`src/rtl/idxsum_pkg.sv`:
```
// Package idxsum_pkg
// Shared sizing helpers for the weighted-sum accumulator.
// Assumes a block length of at least 2.
package idxsum_pkg;

    // Number of cascaded accumulator stages (highest index power plus one)
    localparam int NUM_STAGES = 3;

    // Guard bits added per index power so that nothing overflows
    function automatic int guard_bits(input int blk_n);
        return $clog2(blk_n) + 1;
    endfunction

    // Width of the in-block index counter
    function automatic int ctr_width(input int blk_n);
        return (blk_n < 2) ? 1 : $clog2(blk_n);
    endfunction

endpackage

```
`src/rtl/idxsum_blk_ctr.sv`:
```
// Module idxsum_blk_ctr
// Counts accepted samples inside a block and flags the last one.
// Assumes take_i is already qualified by the clear input.
module idxsum_blk_ctr #(
    parameter  int BLK_N = 64,
    localparam int CNT_W = idxsum_pkg::ctr_width(BLK_N)
) (
    input  logic clk,
    input  logic rst_n,
    input  logic clear_i,
    input  logic take_i,
    output logic last_o
);

    localparam logic [CNT_W-1:0] LAST_IDX = CNT_W'(BLK_N - 1);

    logic [CNT_W-1:0] cnt_q;

    // Last sample of the block is being accepted in this cycle
    assign last_o = take_i && (cnt_q == LAST_IDX);

    // Index register: restarts on clear or after the final sample
    always_ff @(posedge clk) begin
        if (!rst_n) begin
            cnt_q <= '0;
        end else if (clear_i) begin
            cnt_q <= '0;
        end else if (take_i) begin
            cnt_q <= last_o ? '0 : cnt_q + 1'b1;
        end
    end

endmodule

```
`src/rtl/idxsum_acc_stage.sv`:
```
// Module idxsum_acc_stage
// One running accumulator of the cascade. Adds its input into its register
// on each enabled cycle and exposes the updated (next) value, so that the
// following stage and the end-of-block combiner see the post-update sum.
// Assumes the bus width is wide enough for the final stage value.
module idxsum_acc_stage #(
    parameter int BUS_W = 37
) (
    input  logic                    clk,
    input  logic                    rst_n,
    input  logic                    restart_i,
    input  logic                    en_i,
    input  logic signed [BUS_W-1:0] add_i,
    output logic signed [BUS_W-1:0] next_o
);

    logic signed [BUS_W-1:0] acc_q;

    // Updated value of this stage for the current sample
    assign next_o = acc_q + add_i;

    // Accumulator register: zeroed on restart, advanced on each sample
    always_ff @(posedge clk) begin
        if (!rst_n) begin
            acc_q <= '0;
        end else if (restart_i) begin
            acc_q <= '0;
        end else if (en_i) begin
            acc_q <= next_o;
        end
    end

endmodule

```
`src/rtl/idxsum_combine.sv`:
```
// Module idxsum_combine
// Turns the three chained accumulator values into the plain,
// index-weighted and index-squared-weighted sums with three constant
// multiplications and a shift, and registers them with a done strobe.
// Assumes fire_i is high exactly when the final sample is being added.
module idxsum_combine #(
    parameter  int SMP_W = 16,
    parameter  int BLK_N = 64,
    localparam int GB    = idxsum_pkg::guard_bits(BLK_N),
    localparam int S0W   = SMP_W + GB,
    localparam int S1W   = SMP_W + 2 * GB,
    localparam int CW    = SMP_W + 3 * GB
) (
    input  logic                  clk,
    input  logic                  rst_n,
    input  logic                  fire_i,
    input  logic signed [CW-1:0]  a1_i,
    input  logic signed [CW-1:0]  a2_i,
    input  logic signed [CW-1:0]  a3_i,
    output logic signed [S0W-1:0] s0_o,
    output logic signed [S1W-1:0] s1_o,
    output logic signed [CW-1:0]  s2_o,
    output logic                  done_o
);

    localparam logic signed [S1W-1:0] K_LEN  = S1W'(BLK_N);
    localparam logic signed [CW-1:0]  K_SQ   = CW'(BLK_N * BLK_N);
    localparam logic signed [CW-1:0]  K_ODD  = CW'(2 * BLK_N + 1);

    logic signed [S0W-1:0] s0_d;
    logic signed [S1W-1:0] s1_d;
    logic signed [CW-1:0]  s2_d;
    logic signed [S1W-1:0] a1_lo;
    logic signed [S1W-1:0] a2_lo;

    assign a1_lo = a1_i[S1W-1:0];
    assign a2_lo = a2_i[S1W-1:0];

    // Final sums from the chained values (wrap-free: results fit their widths)
    always_comb begin
        s0_d = a1_i[S0W-1:0];
        s1_d = a1_lo * K_LEN - a2_lo;
        s2_d = a1_i * K_SQ - a2_i * K_ODD + (a3_i <<< 1);
    end

    // Result registers and strobe: loaded only at the end of a block
    always_ff @(posedge clk) begin
        if (!rst_n) begin
            s0_o   <= '0;
            s1_o   <= '0;
            s2_o   <= '0;
            done_o <= 1'b0;
        end else begin
            done_o <= fire_i;
            if (fire_i) begin
                s0_o <= s0_d;
                s1_o <= s1_d;
                s2_o <= s2_d;
            end
        end
    end

endmodule

```
`src/rtl/idxsum_top.sv`:
```
// Module idxsum_top
// Streaming block accumulator for the sums of v[n], n*v[n] and n^2*v[n]
// over fixed blocks of BLK_N accepted samples. A cascade of three running
// accumulators replaces any multiplication by the index. Clear wins over a
// sample presented in the same cycle. Assumes BLK_N >= 2.
module idxsum_top #(
    parameter  int SMP_W = 16,
    parameter  int BLK_N = 64,
    localparam int GB    = idxsum_pkg::guard_bits(BLK_N),
    localparam int S0W   = SMP_W + GB,
    localparam int S1W   = SMP_W + 2 * GB,
    localparam int S2W   = SMP_W + 3 * GB
) (
    input  logic                    clk,
    input  logic                    rst_n,
    input  logic                    blk_clear,
    input  logic                    smp_valid,
    input  logic signed [SMP_W-1:0] smp_data,
    output logic signed [S0W-1:0]   sum0_o,
    output logic signed [S1W-1:0]   sum1_o,
    output logic signed [S2W-1:0]   sum2_o,
    output logic                    done_o
);

    localparam int NST = idxsum_pkg::NUM_STAGES;

    logic take;
    logic last;
    logic restart;
    logic signed [S2W-1:0] chain [0:NST];

    // Sample acceptance and accumulator restart conditions
    assign take    = smp_valid && !blk_clear;
    assign restart = blk_clear || last;

    // Stage input: sign-extended sample
    assign chain[0] = S2W'(smp_data);

    idxsum_blk_ctr #(
        .BLK_N (BLK_N)
    ) u_ctr (
        .clk     (clk),
        .rst_n   (rst_n),
        .clear_i (blk_clear),
        .take_i  (take),
        .last_o  (last)
    );

    for (genvar j = 1; j <= NST; j++) begin : g_stage
        idxsum_acc_stage #(
            .BUS_W (S2W)
        ) u_stage (
            .clk       (clk),
            .rst_n     (rst_n),
            .restart_i (restart),
            .en_i      (take),
            .add_i     (chain[j-1]),
            .next_o    (chain[j])
        );
    end

    idxsum_combine #(
        .SMP_W (SMP_W),
        .BLK_N (BLK_N)
    ) u_comb (
        .clk    (clk),
        .rst_n  (rst_n),
        .fire_i (last),
        .a1_i   (chain[1]),
        .a2_i   (chain[2]),
        .a3_i   (chain[3]),
        .s0_o   (sum0_o),
        .s1_o   (sum1_o),
        .s2_o   (sum2_o),
        .done_o (done_o)
    );

endmodule

```
`config.mk`:
```
export PLATFORM = sky130hd
export DESIGN_NAME = idxsum_top
export DESIGN_NICKNAME = d
export VERILOG_FILES = /design/src/rtl/idxsum_pkg.sv /design/src/rtl/idxsum_blk_ctr.sv /design/src/rtl/idxsum_acc_stage.sv /design/src/rtl/idxsum_combine.sv /design/src/rtl/idxsum_top.sv
export SDC_FILE = /design/constraint.sdc
export NUM_CORES = 1
export LEC_CHECK = 0
export ABC_AREA = 1
export BUFFER_PORTS_ARGS = -buffer_cell sky130_fd_sc_hd__buf_4
export CORE_MARGIN = 3
export CORE_UTILIZATION = 37
export DETAILED_ROUTE_END_ITERATION = 8
export PLACE_DENSITY = 0.57
export SLEW_MARGIN = 20
export SYNTH_ARGS = -nofsm -noshare
export SYNTH_HDL_FRONTEND = slang
export SYNTH_SLANG_ARGS = --single-unit
```
`constraint.sdc`:
```
create_clock -name clk -period 11.25 [get_ports clk]
set_input_delay 3.375 -clock clk [delete_from_list [all_inputs] [get_ports clk]]
set_output_delay 3.375 -clock clk [all_outputs]
set_load 0.005 [all_outputs]
```
==> flow_summary_export.csv, run 1 <==
group,metric,value,unit
synth,mappedNetlistArea,0.0199,mm²
clock_network,clk_latency,0.60,ns
clock_network,cts_sinks,206,
worst_setup_path,crit_required,11.72,ns
timing,achievable-frequency,91.0,MHz
synth,synth_flop_cell,"sky130_fd_sc_hd__dfxtp_1",
synth,ys_async_sr_fraction,0,
drt,postRouteAntennaNets,0,
synth,synth_edf_count,0,
synth,post_synth_num_cell_types,55,
drt,wirelength,80900,µm
drt,route.detailed.vias_per_inst,5.04,
timing,worst_hold_slack,0.467,ns
timing,layout_worst_path_cycle_share,0.977,
floorplan,die_x,238,µm
grt,grt_pass1_wl,120000,µm
finish,final_layout_size_suffix_gt1_frac,0.289,
synth,postSynthCellCount,2925,
timing,finalHoldViolCount,0,
floorplan,fp-row-count,84,
floorplan,design.die.area,0.0566,mm²
drt,detailroute.wirelength.met2,36600,µm
grt,grt_pass1_vias,20600,
grt,globalRouteOverflowTotal,0,
floorplan,pin_count,111,
worst_setup_path,critical_path_arrival,11.47,ns
clock_network,cts_tree,"built",
worst_setup_path,regToRegSetupSlack,2.81,ns
drt,route.top_layer_used,"met4",
drt,drt-met1-wl,37400,µm
synth,flop_and_latch_count_out_of_synthesis,206,
place,gp_congestion,0.977,
worst_setup_path,cpPeakStageDelay,0.50,ns
grt,groute.usage.overall,0.272,
grt,grt_antenna_before_repair,1,
finish,flow.area_growth_from_synthesis,42.2,%
finish,final_net_count,3937,
status,outcome,"finished clean",
timing,slew_viol_final,0,
finish,antennaDiodeCount,0,
synth,synth.avg_cell_area,6.81,µm²
drt,vias,21800,
hold_path,min_path_type,"reg2reg",
drt,first_pass_detailed_route_iteration_total,5,
finish,mostFrequentLayoutCells,"sky130_fd_sc_hd__buf_4, sky130_fd_sc_hd__nand2_1, sky130_fd_sc_hd__inv_1",
worst_setup_path,setup.worst_path.start_class,"primary input",
drt,avgRoutedWirePerCell,18.7,µm
floorplan,die_h,238,µm
clock_network,h-tree-depth,1,
timing,slew_at_the_pin_closest_to_its_max_slew_limit,0.966,ns
timing,timing.clock.skew,0.0382,ns
synth,synth.yosys.warnings,0,
place,port_buffers,110,
place,place_inst,4241,
clock_network,cts_root_buffer,"sky130_fd_sc_hd__clkbuf_16",
floorplan,placeableCoreArea,0.0529,mm²
run,max_cap_violations,0,
grt,largest_net_degree_at_the_start_of_global_routing,96,
drt,drc,0,
drt,drt_first_iter_violations,1453,
finish,fill_cells,5297,
timing,final-setup-viol-count,0,
synth,synth_nets,3251,
place,detailed_place_hpwl,65900,µm
clock_network,cts_bufs_inserted,28,
worst_setup_path,worstSetupPathType,"in2reg",
finish,layout.cells.most_common,"sky130_fd_sc_hd__buf_4",
timing,final_period_minus_worst_setup_slack,10.99,ns
worst_setup_path,timing.critical_path.to_type,"flip-flop",
worst_setup_path,critPathSlowestCell,"sky130_fd_sc_hd__fa_1",
worst_setup_path,critPathMaxFanout,6,
clock_network,worst_setup_hold_path_clk_slew,0.07,ns
clock_network,max_root_sink_buffers,3,
drt,routed-wl-met3,4360,µm
timing,worst_slew_margin_rel,0.356,
synth,synth.yosys.seq_area_share,0.207,
floorplan,initial_core_util,0.377,
finish,layout.cells.non_filler,4321,
[worst max-delay path: cells and delay by family]
kind	cells	cell delay, ns
adders and majority gates	8	2.73
and+or+nand+nor	20	2.14
AOI/OAI and AO/OA	11	1.90
xor gates and xnor gates	3	0.71
buffers and inverters	6	0.60
[metrics by stage]
| stage | util | setup TNS, ns | setup slack (ns) | instance area (µm²) |
|---|---|---|---|---|
| 3_3_place_gp | 0.487 | -9.21 | -0.923 | 25700 |
| 6_report | 0.535 | 0 | 0.257 | 28300 |
| 4_1_cts | 0.508 | 0 | 0.0105 | 26900 |
| 5_1_grt | 0.535 | -1.40 | -0.182 | 28300 |
| 3_5_place_dp | 0.487 | -10.46 | -0.882 | 25700 |
| 2_1_floorplan | - | 0 | 0.273 | 19900 |
[registers in the layout, summed over array words and instances (netlist names)]
| signal | flops |
|---|---|
| g_stage.u_stage.acc_q | 110 |
| u_comb.done_o | 1 |
| u_comb.s0_o | 23 |
| u_comb.s1_o | 29 |
| u_comb.s2_o | 37 |
| u_ctr.cnt_q | 6 |
[worst paths after layout]
| check | startpoint | cells after the start | endpoint |
|---|---|---|---|
| hold / removal | u_comb.s2_o[4]$_SDFFE_PN0P_ | 2 | u_comb.s2_o[4]$_SDFFE_PN0P_ |
| setup / recovery | smp_data[15] | 48 | u_comb.s2_o[36]$_SDFFE_PN0P_ |
| setup reg to reg | g_stage[1].u_stage.acc_q[7]$_SDFFE_PP0P_ | 47 | u_comb.s2_o[36]$_SDFFE_PN0P_ |
| hold reg to reg | u_comb.s2_o[4]$_SDFFE_PN0P_ | 2 | u_comb.s2_o[4]$_SDFFE_PN0P_ |
[what timing repair did]
action	in CTS	in global routing
pin swaps	13	101
setup buffers	5	25
gates resized for setup	29	242
hold buffers	0	0
setup endpoints to repair	7	19
[synth_stat cells (8+ instances only)]
library cell / count / area (µm²)
sky130_fd_sc_hd__nand2_1: 572 / 2150
sky130_fd_sc_hd__inv_1: 546 / 2050
sky130_fd_sc_hd__nor2_1: 253 / 950
sky130_fd_sc_hd__ha_1: 250 / 3130
sky130_fd_sc_hd__a21oi_1: 232 / 1160
sky130_fd_sc_hd__dfxtp_1: 206 / 4120
sky130_fd_sc_hd__o21ai_0: 175 / 876
sky130_fd_sc_hd__nand3_1: 109 / 546
sky130_fd_sc_hd__o211ai_1: 88 / 661
sky130_fd_sc_hd__xor2_1: 85 / 744
sky130_fd_sc_hd__fa_1: 56 / 1120
sky130_fd_sc_hd__clkbuf_1: 45 / 169
sky130_fd_sc_hd__xnor2_1: 33 / 289
sky130_fd_sc_hd__nor3_1: 29 / 145
sky130_fd_sc_hd__a31oi_1: 27 / 169
sky130_fd_sc_hd__a21o_1: 25 / 188
sky130_fd_sc_hd__o21bai_1: 24 / 180
sky130_fd_sc_hd__nand4_1: 17 / 106
sky130_fd_sc_hd__o221ai_1: 15 / 131
sky130_fd_sc_hd__buf_2: 14 / 70.1
sky130_fd_sc_hd__nand2_2: 9 / 56.3
sky130_fd_sc_hd__o21a_1: 9 / 67.6
sky130_fd_sc_hd__o21ai_1: 8 / 40.0
sky130_fd_sc_hd__o21ai_2: 8 / 70.1
[layer usage]
metal  up-vias  global-route usage
met3       116              0.0309
met2       573               0.452
li1      10900                   -
met1     10200               0.378
met4         0              0.0680
met5         -                   0
[cell type report]
class,instances,area [µm²],area share
clock buffers,32,736,0.0260
clock inverters,20,233,0.00822
inverters,553,2080,0.0735
multi-input cells,2099,14800,0.524
flip-flops and latches,206,4120,0.146
well taps,688,861,0.0304
repair buffers,723,5450,0.192
[cell families after synthesis]
logic type | after synthesis | share of synthesized area
AO/OA/AOI/OAI | 645 | 0.194
AND/OR/NAND/NOR | 1028 | 0.213
flip-flops | 206 | 0.207
adder cells (fa/ha/maj) | 306 | 0.213
buffers and inverters | 620 | 0.118
XOR/XNOR | 120 | 0.0541
Power of run 1 is left out: the tool's default activity adds up to more than one toggle a clock period on the data nets, which glitch-free logic cannot reach.
==> inputs of run 2 (changes only) <==
--- a/config.mk
+++ b/config.mk
@@ -6,11 +6,12 @@
 export NUM_CORES = 1
 export LEC_CHECK = 0
 export ABC_AREA = 1
-export BUFFER_PORTS_ARGS = -buffer_cell sky130_fd_sc_hd__buf_4
+export CAP_MARGIN = 25
 export CORE_MARGIN = 3
 export CORE_UTILIZATION = 37
 export DETAILED_ROUTE_END_ITERATION = 8
-export PLACE_DENSITY = 0.57
+export DONT_BUFFER_PORTS = 1
+export PLACE_DENSITY = 0.55
 export SLEW_MARGIN = 20
 export SYNTH_ARGS = -nofsm -noshare
 export SYNTH_HDL_FRONTEND = slang
==> flow_summary_export.csv, run 2 (synthesis results as in run 1) <==
group,metric,value,unit
status,outcome,"finished clean",
worst_setup_path,worst_path_dominant_cell_family,"adder cells",
place,port_buffers,0,
timing,slew_viol_final,0,
finish,flow.area_growth_from_synthesis,33.9,%
power,net_switching_power_figure,5.07,mW
finish,biggestRegsByFlops,"g_stage.u_stage.acc_q (110), u_comb.s2_o (37), u_comb.s1_o (29)",
power,clock_power_share,0.088,
finish,final_layout_size_suffix_gt1_frac,0.241,
timing,achievable-frequency,92.0,MHz
timing,final_period_minus_worst_setup_slack,10.87,ns
drt,drt_first_iter_violations,1455,
floorplan,initial_core_util,0.377,
finish,final_net_count,3784,
power,swShare,0.499,
worst_setup_path,critical_path_arrival,11.35,ns
worst_setup_path,cpPeakStageDelay,0.54,ns
power,peakVddDrop,315,µV
clock_network,cts_sinks,206,
finish,fill_cells,5349,
worst_setup_path,critPathMaxFanout,4,
drt,drc,0,
finish,max_reg_flops,110,
place,place_inst,4103,
finish,layout.cells.non_filler,4166,
clock_network,h-tree-depth,1,
clock_network,worst_setup_hold_path_clk_slew,0.06,ns
worst_setup_path,setup.worst_path.start_class,"primary input",
floorplan,die_h,238,µm
worst_setup_path,worstSetupPathType,"in2reg",
worst_setup_path,crit_required,11.73,ns
worst_setup_path,crit_top_cell,"sky130_fd_sc_hd__nand2_1",
power,internal_power,5.10,mW
drt,postRouteAntennaNets,0,
floorplan,design.die.area,0.0566,mm²
timing,finalHoldViolCount,0,
hold_path,timing.hold.worst.start,"g_stage[3].u_stage.acc_q[2]$_SDFFE_PP0P_",
worst_setup_path,cp_num_buf_inv,8,
timing,timing.clock.skew,0.0140,ns
grt,globalRouteOverflowTotal,0,
floorplan,die_x,238,µm
drt,wirelength,79800,µm
clock_network,hold_fix_buffer_count_after_cts,0,
timing,worst_slew_margin_rel,0.379,
grt,grt_antenna_before_repair,0,
place,gp_congestion,0.981,
clock_network,cts_tree,"built",
run,max_cap_violations,0,
drt,avgRoutedWirePerCell,19.2,µm
finish,finalCoreUtilization,0.504,
power,pwr-share-seq,0.074,
floorplan,placeableCoreArea,0.0529,mm²
grt,grt_pass1_vias,20100,
place,placed_area,0.0247,mm²
clock_network,clk_latency,0.59,ns
hold_path,min_path_type,"reg2reg",
finish,biggest_register,"g_stage.u_stage.acc_q",
worst_setup_path,timing.critical_path.to_type,"flip-flop",
clock_network,cts_root_buffer,"sky130_fd_sc_hd__clkbuf_16",
worst_setup_path,startpoint,"smp_data[2]",
place,detailed_place_hpwl,65900,µm
finish,finalInstanceArea,0.0267,mm²
clock_network,max_root_sink_buffers,3,
timing,slew_at_the_pin_closest_to_its_max_slew_limit,0.932,ns
timing,final-setup-viol-count,0,
grt,largest_net_degree_at_the_start_of_global_routing,96,
finish,layout.cells.most_common,"sky130_fd_sc_hd__buf_4",
drt,first_pass_detailed_route_iteration_total,6,
finish,mostFrequentLayoutCells,"sky130_fd_sc_hd__buf_4, sky130_fd_sc_hd__nand2_1, sky130_fd_sc_hd__inv_1",
floorplan,fp-row-count,84,
worst_setup_path,critical_path.reg2reg.startpoint,"g_stage[1].u_stage.acc_q[2]$_SDFFE_PP0P_",
timing,layout_worst_path_cycle_share,0.966,
worst_setup_path,critPathSlowestCell,"sky130_fd_sc_hd__fa_1",
floorplan,pin_count,111,
power,power_frac_comb,0.837,
power,leakage_power,14.3,nW
grt,grt_pass1_wl,119000,µm
power,fin_total_pwr,10.2,mW
drt,vias,20900,
grt,groute.usage.overall,0.272,
drt,route.detailed.vias_per_inst,5.02,
power,power.density_cell_area,381,mW/mm²
clock_network,cts_bufs_inserted,28,
finish,antennaDiodeCount,0,
run 2: power groups by stage:
stage	clock (mW)	sequential [mW]	combinational, mW
after global placement	0	0.769	7.88
final	0.899	0.755	8.51
after detailed placement	0	0.770	7.89
after global routing	0.948	0.756	9.35
after CTS	0.923	0.754	7.95
after floorplan	0	0.767	4.00
run 2: worst register-to-register path: cells and delay by family, from the launching register on:
family / cells / cell delay [ns]
flip-flops: 1 / 0.33
adder cells (fa/ha/maj): 8 / 2.96
buffers and inverters: 8 / 0.92
XOR/XNOR: 2 / 0.46
AO/OA/AOI/OAI: 12 / 1.88
AND/OR/NAND/NOR: 19 / 1.80
run 2: final cells by class:
type	instances	area [µm²]	share of cell area
timing repair buffer	570	4300	0.161
clock buffer	40	826	0.0310
tap	688	861	0.0323
clock inverter	10	100	0.00375
sequential	206	4120	0.155
inverter	553	2080	0.0780
multi-input combinational	2099	14400	0.539
run 2: path summary, 6_finish.rpt:
path	endpoint	slack [ns]	cells after the start
worst min register to register	g_stage[3].u_stage.acc_q[2]$_SDFFE_PP0P_	0.47	2
worst max register to register	u_comb.s2_o[36]$_SDFFE_PN0P_	2.82	49
worst max-delay path	u_comb.s2_o[36]$_SDFFE_PN0P_	0.38	49
worst min-delay path	g_stage[3].u_stage.acc_q[2]$_SDFFE_PP0P_	0.47	2
run 2: routing by layer:
metal | part of all wire | wire (µm) | vias to the layer above | GRT usage
met5 | 0 | 0 | - | 0
met4 | 0.027 | 2150 | 0 | 0.0636
met3 | 0.045 | 3600 | 94 | 0.0296
met2 | 0.46 | 36400 | 481 | 0.453
met1 | 0.47 | 37700 | 9758 | 0.379
li1 | - | - | 10600 | -
run 2: stage by stage:
| step | hold WS, ns | TNS [ns] | worst slack [ns] |
|---|---|---|---|
| floorplan | 0.445 | 0 | 0.273 |
| global placement | 0.461 | -5.42 | -0.881 |
| detailed placement | 0.468 | -6.62 | -0.782 |
| CTS | 0.477 | 0 | 0.00737 |
| global route | 0.499 | -0.151 | -0.0572 |
| finish | 0.473 | 0 | 0.381 |
run 2: timing repair:
| item | CTS | global route |
|---|---|---|
| setup endpoints to repair | 1 | 19 |
| setup buffers | 1 | 11 |
| gates resized for setup | 5 | 191 |
| pin swaps | 1 | 59 |
No activity file was read; power rests on OpenSTA's default activity.
==> inputs of run 3 (changes only) <==
==> constraint.sdc (replaced) <==
create_clock -name clk -period 11.25 [get_ports clk]
set_input_delay 1.125 -clock clk [delete_from_list [all_inputs] [get_ports clk]]
set_output_delay 1.125 -clock clk [all_outputs]
set_load 0.005 [all_outputs]
==> flow_summary_export.csv, run 3 (synthesis results as in run 1) <==
group,metric,value,unit
status,outcome,"finished clean",
drt,first_pass_detailed_route_iteration_total,6,
finish,max_reg_flops,110,
finish,antennaDiodeCount,0,
timing,slew_at_the_pin_closest_to_its_max_slew_limit,0.917,ns
power,leakage_power,11.5,nW
clock_network,clk_latency,0.58,ns
finish,final_net_count,3246,
hold_path,min_path_type,"reg2reg",
worst_setup_path,critPathMaxFanout,5,
place,place_ws,0.237,ns
timing,timing.clock.skew,0.0140,ns
place,placed_area,0.0208,mm²
timing,finalHoldViolCount,0,
drt,wirelength,72100,µm
drt,drt_first_iter_violations,1359,
timing,grt_setup_unrepaired,"false",
timing,timing.final.ws_setup,0.612,ns
clock_network,cts_repair_resize_count,0,
floorplan,die_x,238,µm
clock_network,cts_sinks,206,
grt,grt_antenna_before_repair,0,
finish,fill_cells,5692,
clock_network,h-tree-depth,1,
timing,final_period_minus_worst_setup_slack,10.64,ns
finish,biggest_register,"g_stage.u_stage.acc_q",
worst_setup_path,cpPeakStageDelay,0.55,ns
grt,groute.usage.overall,0.250,
power,power.density_cell_area,349,mW/mm²
drt,route.detailed.vias_per_inst,5.25,
floorplan,pin_count,111,
finish,finalInstanceArea,0.0217,mm²
floorplan,initial_core_util,0.377,
floorplan,die_h,238,µm
place,gp_congestion,0.972,
drt,vias,19000,
grt,grt_pass1_wl,110000,µm
timing,worst_slew_margin_rel,0.389,
finish,biggestRegsByFlops,"g_stage.u_stage.acc_q (110), u_comb.s2_o (37), u_comb.s1_o (29)",
worst_setup_path,critPathSlowestCell,"sky130_fd_sc_hd__fa_1",
floorplan,fp-row-count,84,
finish,mostFrequentLayoutCells,"sky130_fd_sc_hd__nand2_1, sky130_fd_sc_hd__inv_1, sky130_fd_sc_hd__nor2_1",
clock_network,post_cts.repair.setup_buffers,0,
place,port_buffers,0,
clock_network,cts_bufs_inserted,27,
grt,grt_pass1_vias,18200,
timing,final.setup.tns,0,ns
clock_network,max_root_sink_buffers,3,
place,detailed_place_hpwl,59500,µm
timing,final-setup-viol-count,0,
timing,layout_worst_path_cycle_share,0.946,
grt,largest_net_degree_at_the_start_of_global_routing,102,
finish,flow.area_growth_from_synthesis,8.99,%
finish,final_layout_size_suffix_gt1_frac,0.0510,
clock_network,cts_root_buffer,"sky130_fd_sc_hd__clkbuf_16",
run,max_cap_violations,0,
timing,slew_viol_final,0,
drt,avgRoutedWirePerCell,19.9,µm
drt,drc,0,
worst_setup_path,crit_required,11.71,ns
worst_setup_path,timing.critical_path.to_type,"flip-flop",
power,fin_total_pwr,7.57,mW
finish,footprint_of_the_multi_input_gates,0.0134,mm²
clock_network,cts_tree,"built",
worst_setup_path,critical_path_arrival,11.10,ns
worst_setup_path,crit_top_cell,"sky130_fd_sc_hd__nand2_1",
finish,layout.cells.non_filler,3629,
place,place_inst,3578,
power,peakVddDrop,297,µV
grt,globalRouteOverflowTotal,0,
finish,area_taken_by_flip_flops_and_latches,0.00412,mm²
clock_network,worst_setup_hold_path_clk_slew,0.06,ns
worst_setup_path,setup.worst_path.start_class,"primary input",
worst_setup_path,worstSetupPathType,"in2reg",
clock_network,hold_fix_buffer_count_after_cts,0,
drt,postRouteAntennaNets,0,
finish,layout.cells.most_common,"sky130_fd_sc_hd__nand2_1",
floorplan,design.die.area,0.0566,mm²
timing,achievable-frequency,94.0,MHz
floorplan,placeableCoreArea,0.0529,mm²
==> run 3: worst paths after layout <==
kind | start | end | slack [ns] | depth (start not counted)
setup / recovery | smp_data[0] | u_comb.s2_o[36]$_SDFFE_PN0P_ | 0.61 | 49
hold reg to reg | g_stage[3].u_stage.acc_q[4]$_SDFFE_PP0P_ | g_stage[3].u_stage.acc_q[4]$_SDFFE_PP0P_ | 0.47 | 2
setup reg to reg | g_stage[1].u_stage.acc_q[0]$_SDFFE_PP0P_ | u_comb.s2_o[36]$_SDFFE_PN0P_ | 0.83 | 49
hold / removal | g_stage[3].u_stage.acc_q[4]$_SDFFE_PP0P_ | g_stage[3].u_stage.acc_q[4]$_SDFFE_PP0P_ | 0.47 | 2
==> run 3: final cells by class <==
class	instances	share of cell area
inverters	553	0.0958
flip-flops and latches	206	0.190
clock inverters	14	0.00698
clock buffers	36	0.0359
repair buffers	33	0.0120
well taps	688	0.0397
multi-input cells	2099	0.620
==> run 3: worst max-delay path, delay by kind of cell <==
kind	cells	cell delay, ns
xor gates and xnor gates	2	0.68
and+or+nand+nor	22	2.65
adders and majority gates	9	3.65
buffers and inverters	3	0.17
AOI/OAI and AO/OA	13	2.83
==> run 3: report_power, final <==
group | internal, mW | switching (mW) | total, mW | leakage [nW]
Combinational | 1.96 | 3.95 | 5.91 | 9.42
Sequential | 0.744 | 0.00967 | 0.754 | 1.67
Clock | 0.534 | 0.369 | 0.903 | 0.444
Total | 3.24 | 4.33 | 7.57 | 11.5
==> run 3: metrics by stage <==
step                 util  hold WS (ns)
detailed placement  0.393         0.461
global route        0.411         0.492
global placement    0.393         0.454
floorplan               -         0.445
finish              0.411         0.466
CTS                 0.410         0.470
==> run 3: metal layers <==
| layer | part of all wire | global-route usage |
|---|---|---|
| met1 | 0.47 | 0.350 |
| met2 | 0.46 | 0.421 |
| met3 | 0.050 | 0.0243 |
| met4 | 0.018 | 0.0471 |
| met5 | 0 | 0 |
